$ cat config.mk
export PLATFORM = sky130hd
export DESIGN_NAME = seg_scan_top
export DESIGN_NICKNAME = d
export VERILOG_FILES = /design/src/rtl/seg_scan_pkg.sv /design/src/rtl/seg_scan_prescaler.sv /design/src/rtl/seg_scan_regfile.sv /design/src/rtl/seg_scan_decoder.sv /design/src/rtl/seg_scan_sequencer.sv /design/src/rtl/seg_scan_top.sv
export SDC_FILE = /design/constraint.sdc
export NUM_CORES = 1
export LEC_CHECK = 0
export CAP_MARGIN = 25
export CORE_UTILIZATION = 59
export DETAILED_ROUTE_END_ITERATION = 12
export PLACE_DENSITY = 0.81
export REMOVE_ABC_BUFFERS = 1
export SLEW_MARGIN = 10
export SYNTH_ARGS = -nofsm -noshare
export SYNTH_HDL_FRONTEND = slang
export SYNTH_SLANG_ARGS = --single-unit
export TNS_END_PERCENT = 20
$ cat constraint.sdc
create_clock -name clk_i -period 4.04 [get_ports clk_i]
set_input_delay 1.212 -clock clk_i [delete_from_list [all_inputs] [get_ports clk_i]]
set_output_delay 1.212 -clock clk_i [all_outputs]
set_load 0.01 [all_outputs]
$ cat src/rtl/seg_scan_pkg.sv
package seg_scan_pkg;
  localparam int SEG_W = 8;

  typedef struct packed {
    logic       dot;
    logic [3:0] bcd;
  } digit_t;

  typedef enum logic {PH_BLANK = 1'b0, PH_SHOW = 1'b1} phase_e;

  localparam digit_t DIGIT_RST = '{dot: 1'b0, bcd: 4'hF};
endpackage

$ cat src/rtl/seg_scan_prescaler.sv
module seg_scan_prescaler #(
  parameter int PRESCALE = 50000
) (
  input  logic clk_i,
  input  logic rst_ni,
  output logic tick_o
);
  localparam int CNT_W = (PRESCALE > 1) ? $clog2(PRESCALE) : 1;
  localparam logic [CNT_W-1:0] CNT_MAX = CNT_W'(PRESCALE - 1);

  logic [CNT_W-1:0] cnt_q;

  assign tick_o = (cnt_q == CNT_MAX);

  always_ff @(posedge clk_i or negedge rst_ni) begin
    if (!rst_ni)     cnt_q <= '0;
    else if (tick_o) cnt_q <= '0;
    else             cnt_q <= cnt_q + 1'b1;
  end

  assert_cnt_range_R7: assert property (@(posedge clk_i) disable iff (!rst_ni)
    cnt_q <= CNT_MAX);
endmodule

$ cat src/rtl/seg_scan_regfile.sv
module seg_scan_regfile
  import seg_scan_pkg::*;
#(
  parameter int NUM_DIGITS = 8,
  localparam int IDX_W = $clog2(NUM_DIGITS)
) (
  input  logic             clk_i,
  input  logic             rst_ni,
  input  logic             wr_en_i,
  input  logic [IDX_W-1:0] wr_idx_i,
  input  digit_t           wr_data_i,
  input  logic [IDX_W-1:0] rd_idx_i,
  output digit_t           rd_data_o
);
  digit_t mem_q [NUM_DIGITS];

  for (genvar g = 0; g < NUM_DIGITS; g++) begin : g_cell
    always_ff @(posedge clk_i or negedge rst_ni) begin
      if (!rst_ni)                                 mem_q[g] <= DIGIT_RST;
      else if (wr_en_i && (wr_idx_i == IDX_W'(g))) mem_q[g] <= wr_data_i;
    end
  end

  assign rd_data_o = mem_q[rd_idx_i];
endmodule

$ cat src/rtl/seg_scan_decoder.sv
module seg_scan_decoder
  import seg_scan_pkg::*;
(
  input  digit_t           digit_i,
  output logic [SEG_W-1:0] seg_o
);
  logic [6:0] glyph;

  always_comb begin
    unique case (digit_i.bcd)
      4'd0:    glyph = 7'h3F;
      4'd1:    glyph = 7'h06;
      4'd2:    glyph = 7'h5B;
      4'd3:    glyph = 7'h4F;
      4'd4:    glyph = 7'h66;
      4'd5:    glyph = 7'h6D;
      4'd6:    glyph = 7'h7D;
      4'd7:    glyph = 7'h07;
      4'd8:    glyph = 7'h7F;
      4'd9:    glyph = 7'h6F;
      default: glyph = 7'h00;
    endcase
  end

  // codes above 9 also suppress the dot
  assign seg_o = (digit_i.bcd > 4'd9) ? '0 : {digit_i.dot, glyph};
endmodule

$ cat src/rtl/seg_scan_sequencer.sv
module seg_scan_sequencer
  import seg_scan_pkg::*;
#(
  parameter int NUM_DIGITS = 8,
  localparam int IDX_W = $clog2(NUM_DIGITS)
) (
  input  logic             clk_i,
  input  logic             rst_ni,
  input  logic             tick_i,
  output phase_e           phase_o,
  output logic [IDX_W-1:0] idx_o,
  output phase_e           phase_nxt_o,
  output logic [IDX_W-1:0] idx_nxt_o
);
  localparam logic [IDX_W-1:0] IDX_LAST = IDX_W'(NUM_DIGITS - 1);

  phase_e           phase_q;
  logic [IDX_W-1:0] idx_q;

  always_comb begin
    phase_nxt_o = phase_q;
    idx_nxt_o   = idx_q;
    if (tick_i) begin
      if (phase_q == PH_SHOW) begin
        phase_nxt_o = PH_BLANK;
      end else begin
        phase_nxt_o = PH_SHOW;
        idx_nxt_o   = (idx_q == IDX_LAST) ? '0 : idx_q + 1'b1;
      end
    end
  end

  always_ff @(posedge clk_i or negedge rst_ni) begin
    if (!rst_ni) begin
      phase_q <= PH_BLANK;
      idx_q   <= IDX_LAST;
    end else begin
      phase_q <= phase_nxt_o;
      idx_q   <= idx_nxt_o;
    end
  end

  assign phase_o = phase_q;
  assign idx_o   = idx_q;

  assert_blank_holds_sel_R5: assert property (@(posedge clk_i) disable iff (!rst_ni)
    (tick_i && phase_q == PH_SHOW) |=> (phase_q == PH_BLANK) && $stable(idx_q));

  assert_scan_ascending_R6: assert property (@(posedge clk_i) disable iff (!rst_ni)
    (tick_i && phase_q == PH_BLANK) |=>
      (idx_q == (($past(idx_q) == IDX_LAST) ? '0 : $past(idx_q) + 1'b1)));
endmodule

$ cat src/rtl/seg_scan_top.sv
module seg_scan_top
  import seg_scan_pkg::*;
#(
  parameter int NUM_DIGITS   = 8,
  parameter int PRESCALE     = 50000,
  parameter bit COMMON_ANODE = 1'b0
) (
  input  logic                          clk_i,
  input  logic                          rst_ni,
  input  logic                          wr_en_i,
  input  logic [$clog2(NUM_DIGITS)-1:0] wr_idx_i,
  input  logic [3:0]                    wr_bcd_i,
  input  logic                          wr_dot_i,
  output logic [SEG_W-1:0]              seg_o,
  output logic [NUM_DIGITS-1:0]         sel_o
);
  localparam int IDX_W = $clog2(NUM_DIGITS);
  localparam logic [NUM_DIGITS-1:0] SEL_RST = NUM_DIGITS'(1) << (NUM_DIGITS - 1);

  logic             tick;
  phase_e           phase, phase_nxt;
  logic [IDX_W-1:0] idx, idx_nxt;
  digit_t           rd_digit;
  logic [SEG_W-1:0] seg_dec;
  logic [NUM_DIGITS-1:0] sel_dec;
  logic [SEG_W-1:0]      seg_hi_q;
  logic [NUM_DIGITS-1:0] sel_hi_q;

  seg_scan_prescaler #(.PRESCALE(PRESCALE)) u_presc (
    .clk_i, .rst_ni, .tick_o(tick)
  );

  seg_scan_sequencer #(.NUM_DIGITS(NUM_DIGITS)) u_seq (
    .clk_i, .rst_ni,
    .tick_i     (tick),
    .phase_o    (phase),
    .idx_o      (idx),
    .phase_nxt_o(phase_nxt),
    .idx_nxt_o  (idx_nxt)
  );

  seg_scan_regfile #(.NUM_DIGITS(NUM_DIGITS)) u_rf (
    .clk_i, .rst_ni,
    .wr_en_i,
    .wr_idx_i,
    .wr_data_i('{dot: wr_dot_i, bcd: wr_bcd_i}),
    .rd_idx_i (idx_nxt),
    .rd_data_o(rd_digit)
  );

  seg_scan_decoder u_dec (
    .digit_i(rd_digit),
    .seg_o  (seg_dec)
  );

  always_comb begin
    sel_dec          = '0;
    sel_dec[idx_nxt] = 1'b1;
  end

  // pattern captured once on entry to a position, held for the visit
  always_ff @(posedge clk_i or negedge rst_ni) begin
    if (!rst_ni) begin
      seg_hi_q <= '0;
      sel_hi_q <= SEL_RST;
    end else if (tick) begin
      seg_hi_q <= (phase_nxt == PH_SHOW) ? seg_dec : '0;
      sel_hi_q <= sel_dec;
    end
  end

  if (COMMON_ANODE) begin : g_ca
    assign seg_o = ~seg_hi_q;
    assign sel_o = ~sel_hi_q;
  end else begin : g_cc
    assign seg_o = seg_hi_q;
    assign sel_o = sel_hi_q;
  end

  assert_sel_onehot_R2: assert property (@(posedge clk_i) disable iff (!rst_ni)
    $onehot(sel_hi_q));

  assert_hold_between_ticks_R7: assert property (@(posedge clk_i) disable iff (!rst_ni)
    !tick |=> $stable(seg_hi_q) && $stable(sel_hi_q));

  assert_blank_phase_dark_R5: assert property (@(posedge clk_i) disable iff (!rst_ni)
    (phase == PH_BLANK) |-> (seg_hi_q == '0));

  assert_sel_tracks_idx_R6: assert property (@(posedge clk_i) disable iff (!rst_ni)
    sel_hi_q[idx]);
endmodule

Yosys cells after proc, flatten, opt, wreduce, memory -nomap -nowiden --
Memory sizes are Yosys's and may differ from the RTL's. Index checks and enable logic that the tools add are counted. W data, S select, Z words.
Storage, ports and cells: register bits after elaboration 76, bits in read-only memories 112, input port bits 11, output and inout port bits 16, memories kept 1
Memory list:
- (name not given) | words 16, bits a word 7, rd ports 1, clocked after memory_dff 0, write ports 0, line seg_scan_decoder.sv:10 | unique case (digit_i.bcd)
Cells by class: add/subtract/negate cells 2, magnitude comparators 4, equal/unequal tests 9, multiplexer cells 13, bitwise operators 1, reductions and logical operators 10
Operators by type and width (number):
- $add A16 B1 Y16 const B | 1
- $eq A16 B16 Y1 const B | 1
- $mux W16 | 1
- $mux W8 | 2
- $bmux W5 S3 | 1
- $eq A3 B3 Y1 const B | 5
- $mux W5 | 2
- $logic_and A1 B1 Y1 | 9
- $mux W3 | 3
- $eq A3 B2 Y1 const B | 2
- $ge A4 B4 Y1 const B | 1
- $gt A4 B4 Y1 const B | 1
- $lt A3 B4 Y1 const B | 1
- $not A3 Y4 | 1
- $add A3 B1 Y3 const B | 1
- $demux W1 S3 | 1
- $eq A3 B1 Y1 const B | 1
- $ge A3 B1 Y1 const B | 1
- $logic_not A3 Y1 | 1
- $mux W1 | 3

Longest topological paths before layout --
Gate-level depths: netlist of run 1.
depth in word-level cells 11, gate-level depth with buffers 16, mapped depth without buffers 14

Hierarchy --
From an unflattened synthesis of run 1, not the netlist that was laid out.
Second synthesis, totals: cells, all modules 282, area, all modules 3802.4 µm²
By module, submodules not included:
- seg_scan_regfile | times used 1, cells an instance 106, area each 1924.3 µm²
- seg_scan_prescaler | times used 1, cells an instance 67, area each 762.0 µm²
- seg_scan_top | times used 1, cells an instance 67, area each 685.7 µm²
- seg_scan_decoder | times used 1, cells an instance 30, area each 230.2 µm²
- seg_scan_sequencer | times used 1, cells an instance 12, area each 200.2 µm²

Worst setup path after synthesis of run 1 --
Ideal clock, no wire load.
path kind register to register, start reg u_seq.idx_q[1] (netlist: u_seq.idx_o[1]), end reg seg_hi_q[1] (netlist: seg_o[1]), setup time 0.121 ns, arrival time 2.797 ns, data required time 3.919 ns, path slack 1.122 ns, cell stages (with the launch flop) 15, buffers on the path 2, clock period less this slack 2.918 ns, cells stage by stage dfstp_2 -> ha_1 -> ha_1 -> clkbuf_1 -> buf_1 -> nor3_1 -> a21oi_1 -> o22ai_1 -> a21oi_1 -> nand2_1 -> o22ai_2 -> ha_1 -> o21ai_0 -> a21boi_1 -> o21ai_1
On the way: word-level cells in the longest chain between the ends 11, elaborated cells on any way between the ends 13, those cells by class 1 x add/sub; 1 x order compare; 1 x eq/ne; 8 x mux; 1 x bitwise; 1 x memory
Ends and longest elaborated chain:
- start, declared | line seg_scan_sequencer.sv:18 | logic [IDX_W-1:0] idx_q;
- start signal, assigned | line seg_scan_sequencer.sv:39 | idx_q <= idx_nxt_o;
- $add A3 B1 Y3 / $eq A3 B3 Y1 (equally long branches) | line seg_scan_sequencer.sv:28 | idx_nxt_o = (idx_q == IDX_LAST) ? '0 : idx_q + 1'b1;
- $mux W3 | line seg_scan_sequencer.sv:28
- $mux W3 | line seg_scan_sequencer.sv:24 | if (phase_q == PH_SHOW) begin
- $mux W3 (*) | line seg_scan_sequencer.sv:23 | if (tick_i) begin
- $not A3 Y4 (implied by the code) (*) | line seg_scan_regfile.sv:24 | assign rd_data_o = mem_q[rd_idx_i];
- $bmux W5 S3 (*) | line seg_scan_regfile.sv:24
- $mux W5 (implied by the code) (*) (2 in a row) | line seg_scan_regfile.sv:24
- $mem_v2 Z16 W7 / $gt A4 B4 Y1 (equally long branches)
- $mux W8 (*) | line seg_scan_decoder.sv:26 | assign seg_o = (digit_i.bcd > 4'd9) ? '0 : {digit_i.dot, glyph};
- $mux W8 (*) | line seg_scan_top.sv:67 | seg_hi_q <= (phase_nxt == PH_SHOW) ? seg_dec : '0;
- end signal, assigned | line seg_scan_top.sv:67
- end, declared | line seg_scan_top.sv:26 | logic [SEG_W-1:0] seg_hi_q;
Every way passes the cells marked *; elsewhere a longest branch is shown, timed or not. The select of a mux whose other input is x is not followed. A chain may end at the register's enable or synchronous reset.

Worst setup path in the final report of run 1 --
start reg u_presc.cnt_q[4], end reg seg_hi_q[1] (netlist: seg_o[1])
On the way: word-level cells in the longest chain between the ends 9, elaborated cells on any way between the ends 11, those cells by class 1 x order compare; 1 x eq/ne; 7 x mux; 1 x bitwise; 1 x memory
Ends and longest elaborated chain:
- start, declared | line seg_scan_prescaler.sv:11 | logic [CNT_W-1:0] cnt_q;
- start signal, assigned | line seg_scan_prescaler.sv:18 | else cnt_q <= cnt_q + 1'b1;
- $eq A16 B16 Y1 (*) | line seg_scan_prescaler.sv:13 | assign tick_o = (cnt_q == CNT_MAX);
- $mux W3 (*) | line seg_scan_sequencer.sv:23
- net idx_nxt[1] | line seg_scan_top.sv:22 | logic [IDX_W-1:0] idx, idx_nxt;
- $not A3 Y4 (implied by the code) (*) | line seg_scan_regfile.sv:24
- $bmux W5 S3 (*) | line seg_scan_regfile.sv:24
- $mux W5 (implied by the code) (*) (2 in a row) | line seg_scan_regfile.sv:24
- $mem_v2 Z16 W7 / $gt A4 B4 Y1 (equally long branches)
- $mux W8 (*) | line seg_scan_decoder.sv:26
- $mux W8 (*) | line seg_scan_top.sv:67
The timed path passes the listed nets; every way through them passes the cells marked *. The select of a mux whose other input is x is not followed.

==> results of run 1 <==
## final cells by class
cell class | instances | area, um2
Fill cell | 501 | 2030
Timing Repair Buffer | 38 | 365
Clock buffer | 11 | 153
Sequential cell | 76 | 1950
Clock inverter | 5 | 58.8
Tap cell | 96 | 120
Inverter | 12 | 45.0
Multi-Input combinational cell | 284 | 2070
## power groups by stage
stage	sequential, mW	clock, mW	combinational [mW]
6_report	0.967	0.603	0.318
5_1_grt	0.981	0.648	0.353
4_1_cts	0.966	0.617	0.315
3_5_place_dp	0.979	0	0.314
3_3_place_gp	0.973	0	0.303
2_1_floorplan	0.953	0	0.238
## sequential cells by signal, summed over array words and instances, names as in the netlist
name	cells
u_rf.mem_q	40
u_presc.cnt_q	16
u_seq.idx_o	3
seg_o	8
sel_o	8
u_seq.phase_o	1
## metal layers
metal	vias to the layer above	wire, um	GRT usage [%]
met3	21	395	4.23
met4	0	200	9.55
met5	-	0	0
met1	1522	3960	36.3
li1	1477	-	-
met2	108	4090	41.6
## cells in the mapped netlist (all sizes together), types with 2 or more instances
master,number,area [um2]
ha,5,62.6
and4,4,35.0
and4bb,2,25.0
nor2b,2,12.5
and2,3,18.8
mux2i,12,145
a211oi,8,70.1
xnor2,12,105
dfrtp,40,1000
inv,11,41.3
mux2,43,488
nand2,43,161
dfstp,36,946
nand4,5,52.6
a22oi,5,42.5
nand4b,3,26.3
a21o,7,52.6
nor2,27,119
nand2b,3,18.8
nand3,10,50.1
xor2,3,26.3
nor3,8,40.0
a21oi,19,95.1
buf,8,66.3
a2111oi,4,35.0
o22ai,8,56.3
o21ai,25,125
clkbuf,6,22.5
nor3b,2,15.0
o21a,2,15.0
and3,6,37.5
## logic make-up after synthesis
logic type,Yosys count,share of synthesized area [%]
DFF,76,46.9
and+or+nand+nor,122,15.9
AOI/OAI and AO/OA,87,14.1
buffers and inverters,26,3.22
muxes,55,15.2
adders and majority gates,5,1.51
xor gates and xnor gates,15,3.16
## critical path, stage by stage (launching register included)
cell and delay [ps]:
sky130_fd_sc_hd__dfrtp_1 450, sky130_fd_sc_hd__nor4b_4 450, sky130_fd_sc_hd__and4_1 270, sky130_fd_sc_hd__buf_4 210
sky130_fd_sc_hd__mux2i_4 370, sky130_fd_sc_hd__inv_2 120, sky130_fd_sc_hd__a21oi_1 120, sky130_fd_sc_hd__o21ai_1 70
sky130_fd_sc_hd__a32o_1 370, sky130_fd_sc_hd__inv_1 90, sky130_fd_sc_hd__ha_1 230, sky130_fd_sc_hd__o21ai_0 170
sky130_fd_sc_hd__a21boi_1 180, sky130_fd_sc_hd__o21ai_1 70
## cell usage in the layout, fill, tap and decap left out, drive strengths merged, types with 2 or more instances in the layout
cell type,instances
and4bb,2
dfrtp,40
buf,13
clkbuf,11
and3,6
mux2i,12
a21o,7
a22oi,5
and4,4
clkinvlp,2
nor3,8
xnor2,12
dfstp,36
nand2,43
nor2,27
o22ai,8
and2,3
a211oi,8
nand4b,3
mux2,43
nand4,5
ha,5
a21oi,19
inv,11
xor2,3
o21a,2
o21ai,25
a2111oi,4
nand2b,3
nor3b,2
nand3,10
clkdlybuf4s50,25
nor2b,2
clkinv,3
## stage by stage
step	power [mW]	cells	setup slack (ps)	utilization (%)	hold slack (ps)
floorplan	1.19	372	649	-	448
global placement	1.28	505	864	66.5	460
detailed placement	1.29	505	771	66.5	476
CTS	1.90	521	742	69.7	492
global route	1.98	522	473	70.1	508
finish	1.89	522	724	70.1	486
## path summary, 6_finish.rpt
check / start / to / slack, ps
hold / removal: sel_o[4] / sel_o[4] / 490
min in group asynchronous: rst_ni / u_presc.cnt_q[14] / 750
setup reg to reg: u_presc.cnt_q[4] / seg_o[1] / 720
hold reg to reg: sel_o[4] / sel_o[4] / 490
setup / recovery: u_presc.cnt_q[4] / seg_o[1] / 720
max in group asynchronous: rst_ni / u_rf.mem_q[16] / 2690
==> results.sh, run 1 <==
export IMPL_report_final_hold_viol_count=0
export IMPL_swShare_pct=26.5
export IMPL_antenna_diode_count=0
export IMPL_crit_path_end_kind="register"
export IMPL_routabilityCongestion=0.901
export IMPL_crit_required_ps=4270
export IMPL_cts_hold_fix_buffers=0
export IMPL_synth_edf_count=0
export IMPL_timing_max_transition_violations_final=0
export IMPL_number_of_register_bits_inferred_by_synthesis=76
export IMPL_area_growth_pct=14.6
export IMPL_grt_antenna_before_repair=0
export IMPL_register_to_register_path_depth=13
export IMPL_synth_seq_area_share_pct=46.9
export IMPL_grt_pass1_wl_mm=14.7
export IMPL_crit_arrival_ps=3550
export IMPL_timing_setup_critical_path_class="register to register"
export IMPL_routed_wirelength_mm=8.64
export IMPL_run_status="complete, no violations"
export IMPL_globalRouteOverflowTotal=0
export IMPL_pwr_share_comb_pct=16.8
export IMPL_postCtsResizedCells=0
export IMPL_drt_first_iter_violations=212
export IMPL_first_global_vias=2971
export IMPL_drt_antenna_violating_nets=0
export IMPL_slew_headroom_pct=56.8
export IMPL_detail_route_wl_per_cell_um=16.5
export IMPL_synth_avg_cell_area_um2=10.8
export IMPL_critical_path_max_fanout=14
export IMPL_post_cts_setup_buffer_count=0
export IMPL_root_buffer="sky130_fd_sc_hd__clkbuf_8"
export IMPL_fp_dieW_um=85.9
export IMPL_cell_rows=30
export IMPL_internal_power_mw=1.39
export IMPL_share_seq_of_total_power_pct=51.2
export IMPL_gr_usage_all_layers_pct=26.2
export IMPL_actual_slew_at_the_worst_max_slew_pin_ps=629
export IMPL_clk_transition_reported_paths_ps=80
export IMPL_ys_async_sr_fraction_pct=100
export IMPL_final_nets=437
export IMPL_place_hpwl_mm=6.11
export IMPL_postPlaceCellArea_mm2=0.00452
export IMPL_tns_ps=0
export IMPL_vias=3128
export IMPL_clkLatencyLatePin_ps=350
export IMPL_clock_power_share_pct=31.9
export IMPL_power_switching_uw=501
export IMPL_worst_ir_drop_vdd_uv=238
export IMPL_cell_variety_after_synth=59
export IMPL_unrepaired_setup_endpoints_after_global_routing="no"
export IMPL_cts_max_level=3
export IMPL_io_pins=27
export IMPL_clk_path_buf_depth=2
export IMPL_drc=0
export IMPL_cts_buffers=9
export IMPL_largest_net_degree_at_the_start_of_global_routing=77
export IMPL_clock_sink_count=76
export IMPL_maxCapViolCount=0
export IMPL_die_h_um=85.9
export IMPL_fp_coreArea_mm2=0.00679
export IMPL_synth_yosys_warnings=0
export IMPL_hp_class="register to register"
export IMPL_period_share_pct=82.1
export IMPL_tritoncts="done"
export IMPL_skew_ps=10.5
export IMPL_fmaxAchievable_mhz=302
export IMPL_vias_per_cell=5.99
export IMPL_pre_repair_dr_iteration_count=5
export IMPL_place_port_buffers=26
export IMPL_syn_instance_count=386
export IMPL_finalSetupViolations=0
export IMPL_synthesis_area_mm2=0.00415
export IMPL_synthFlopType="sky130_fd_sc_hd__dfrtp_1"
export IMPL_power_leakage_nw=2.00
export IMPL_die_area_mm2=0.00738
export IMPL_final_layout_size_suffix_gt1_share_pct=29.3
export IMPL_fin_area_mm2=0.00476
export IMPL_floorplan_initialDensity_pct=61.1
export IMPL_start_kind="register"
export IMPL_period_needed_ps=3320
export IMPL_pwr_density_cell_mw_per_mm2=397
export IMPL_worst_hold_path_num_cells=2
(Power assumes the default switching activity.)
==> inputs of run 2 (changes only) <==
--- a/config.mk
+++ b/config.mk
@@ -6,9 +6,9 @@
 export NUM_CORES = 1
 export LEC_CHECK = 0
 export CAP_MARGIN = 25
-export CORE_UTILIZATION = 59
+export CORE_UTILIZATION = 54
 export DETAILED_ROUTE_END_ITERATION = 12
-export PLACE_DENSITY = 0.81
+export PLACE_DENSITY = 0.78
 export REMOVE_ABC_BUFFERS = 1
 export SLEW_MARGIN = 10
 export SYNTH_ARGS = -nofsm -noshare
==> constraint.sdc (replaced) <==
create_clock -name clk_i -period 2.7 [get_ports clk_i]
set_input_delay 0.81 -clock clk_i [delete_from_list [all_inputs] [get_ports clk_i]]
set_output_delay 0.81 -clock clk_i [all_outputs]
set_load 0.01 [all_outputs]
==> run 2 against run 1 <==
Global-route usage is 0.27 points higher. Cell count is 11% higher. Clock skew is 4.0 ps higher. Die area is 9.0% higher. Via count is 10% higher. The flow now finishes with violations (negative setup slack). Routed wire length is 18% higher.
==> results.sh, run 2 (synthesized netlist as in run 1, its figures left out) <==
export IMPL_fp_coreArea_mm2=0.00733
export IMPL_crit_required_ps=2960
export IMPL_pre_repair_dr_iteration_count=5
export IMPL_cts_buffers=9
export IMPL_io_pins=27
export IMPL_period_needed_ps=2720
export IMPL_cts_max_level=3
export IMPL_globalRouteOverflowTotal=0
export IMPL_maxCapViolCount=0
export IMPL_clk_path_buf_depth=2
export IMPL_antenna_diode_count=0
export IMPL_slew_headroom_pct=62.5
export IMPL_power_leakage_nw=2.29
export IMPL_fp_dieW_um=89.7
export IMPL_grt_antenna_before_repair=0
export IMPL_cell_rows=31
export IMPL_floorplan_initialDensity_pct=56.6
export IMPL_tns_ps=-54.4
export IMPL_tritoncts="done"
export IMPL_area_growth_pct=29.3
export IMPL_skew_ps=14.5
export IMPL_run_status="finished with violations"
export IMPL_die_area_mm2=0.00804
export IMPL_mostFrequentLayoutCell="sky130_fd_sc_hd__buf_4"
export IMPL_drt_antenna_violating_nets=0
export IMPL_clk_transition_reported_paths_ps=90
export IMPL_clock_power_share_pct=30.1
export IMPL_finalSetupViolations=4
export IMPL_period_share_pct=101
export IMPL_vias_per_cell=5.97
export IMPL_drc=0
export IMPL_share_seq_of_total_power_pct=49.0
export IMPL_worst_setup_timing_slack_at_the_placement_stage_ps=-127
export IMPL_swShare_pct=29.4
export IMPL_worst_ir_drop_vdd_uv=523
export IMPL_first_global_vias=3208
export IMPL_setup_slack_ps=-16.1
export IMPL_biggestRegsByFlops="u_rf.mem_q x40, u_presc.cnt_q x16"
export IMPL_flip_flop_count_of_the_largest_register_all_copies_and_words_added=40
export IMPL_timing_max_transition_violations_final=0
export IMPL_drt_first_iter_violations=270
export IMPL_place_port_buffers=26
export IMPL_unrepaired_setup_endpoints_after_global_routing="yes"
export IMPL_die_h_um=89.7
export IMPL_reg2reg_slack_ps=-20
export IMPL_place_hpwl_mm=6.85
export IMPL_critical_path_reg2reg_startpoint="u_seq.idx_o[0]"
export IMPL_report_final_hold_viol_count=0
export IMPL_vias=3445
export IMPL_clkLatencyLatePin_ps=370
export IMPL_crit_path_end_kind="register"
export IMPL_critical_path_startpoint="u_seq.idx_o[0]"
export IMPL_timing_setup_critical_path_class="register to register"
export IMPL_detail_route_wl_per_cell_um=17.7
export IMPL_internal_power_mw=2.12
export IMPL_crit_arrival_ps=2980
export IMPL_routed_wirelength_mm=10.2
export IMPL_fmaxAchievable_mhz=368
export IMPL_actual_slew_at_the_worst_max_slew_pin_ps=562
export IMPL_pwr_density_cell_mw_per_mm2=559
export IMPL_routabilityCongestion=0.895
export IMPL_register_to_register_path_depth=13
export IMPL_clock_sink_count=76
export IMPL_hp_class="primary input to async pin"
export IMPL_layout_cells_most_common_list="sky130_fd_sc_hd__buf_4 (57), sky130_fd_sc_hd__nand2_1 (41), sky130_fd_sc_hd__mux2_2 (41), sky130_fd_sc_hd__dfrtp_1 (40), sky130_fd_sc_hd__dfstp_2 (36)"
export IMPL_gr_usage_all_layers_pct=26.4
export IMPL_grt_pass1_wl_mm=15.6
export IMPL_start_kind="register"
export IMPL_largest_net_degree_at_the_start_of_global_routing=77
export IMPL_pwr_share_comb_pct=21.0
export IMPL_power_switching_uw=883
export IMPL_critical_path_max_fanout=10
export IMPL_final_layout_size_suffix_gt1_share_pct=43.7
export IMPL_final_nets=489
export IMPL_worstSetupEndpoint="seg_o[0]"
export IMPL_cts_hold_fix_buffers=0
export IMPL_final_util_pct=73.2
export IMPL_violations="negative setup slack"
export IMPL_root_buffer="sky130_fd_sc_hd__clkbuf_8"
export IMPL_crit_reg2reg_capture="seg_o[0]"
export IMPL_top_register="u_rf.mem_q"
==> run 2: cell count changes in the layout (fill, tap and decap cells not counted), moves of 4 or more <==
cell,change
sky130_fd_sc_hd__a21oi_2,+6
sky130_fd_sc_hd__buf_6,+4
sky130_fd_sc_hd__a21oi_1,-6
sky130_fd_sc_hd__o21ai_1,+4
sky130_fd_sc_hd__o21ai_0,-5
sky130_fd_sc_hd__a2111oi_0,-4
sky130_fd_sc_hd__ha_1,-4
sky130_fd_sc_hd__buf_4,+46
==> run 2: stage by stage <==
stage	std cells	hold slack [ps]	instance area, um2	power (mW)
6_report	577	457	5370	3.00
5_1_grt	577	492	5370	3.13
4_1_cts	570	483	5170	2.91
3_5_place_dp	550	471	4850	1.96
3_3_place_gp	550	461	4850	1.93
2_1_floorplan	372	448	4060	1.78
==> run 2: cell type report <==
class / count / area (um2)
multi-input combinational: 284 / 2280
fill: 489 / 1960
sequential: 76 / 1950
timing repair buffer: 90 / 773
clock buffer: 9 / 124
tap: 99 / 124
clock inverter: 7 / 80.1
inverter: 12 / 45.0
==> run 2: critical path, cell delays in order, from the launching register on <==
cell                       delay (ps)
sky130_fd_sc_hd__dfstp_2          550
sky130_fd_sc_hd__ha_1             190
sky130_fd_sc_hd__ha_4             180
sky130_fd_sc_hd__buf_6            150
sky130_fd_sc_hd__clkinv_1         120
sky130_fd_sc_hd__buf_4            180
sky130_fd_sc_hd__a21o_1           170
sky130_fd_sc_hd__a211oi_2         260
sky130_fd_sc_hd__o32ai_4          160
sky130_fd_sc_hd__buf_4            170
sky130_fd_sc_hd__buf_4            130
sky130_fd_sc_hd__a21oi_1          150
sky130_fd_sc_hd__o21ai_0           90
sky130_fd_sc_hd__nand2b_1         140
==> run 2: power groups by stage <==
stage / Combinational, mW / Clock [mW] / Sequential [mW]
after global routing: 0.682 / 0.968 / 1.48
after detailed placement: 0.486 / 0 / 1.47
after floorplan: 0.357 / 0 / 1.43
after CTS: 0.533 / 0.913 / 1.46
final: 0.629 / 0.902 / 1.47
after global placement: 0.464 / 0 / 1.46
==> run 2: what timing repair did <==
item / 4_1_cts / 5_1_grt
setup buffers: 4 / 7
endpoints found under the setup margin: 8 / 8
gates resized for setup: 22 / 35
hold endpoints to repair: 0 / 0
pin swaps: 7 / 15
==> run 2: layer usage <==
layer | part of all wire [%] | vias to the layer above | global-route usage [%]
met1 | 43 | 1683 | 33.4
met4 | 4.4 | 0 | 13.9
li1 | - | 1579 | -
met2 | 48 | 138 | 43.3
met5 | 0 | - | 0
met3 | 4.6 | 45 | 4.94
==> run 2: worst min path at each step <==
stage	start	endpoint	slack [ps]
CTS	rst_ni	u_presc.cnt_q[5]	480
floorplan	u_presc.cnt_q[0]	u_presc.cnt_q[0]	450
detailed placement	sel_o[0]	sel_o[0]	470
finish	rst_ni	u_presc.cnt_q[7]	460
global placement	sel_o[4]	sel_o[4]	460
global route	rst_ni	u_presc.cnt_q[7]	490
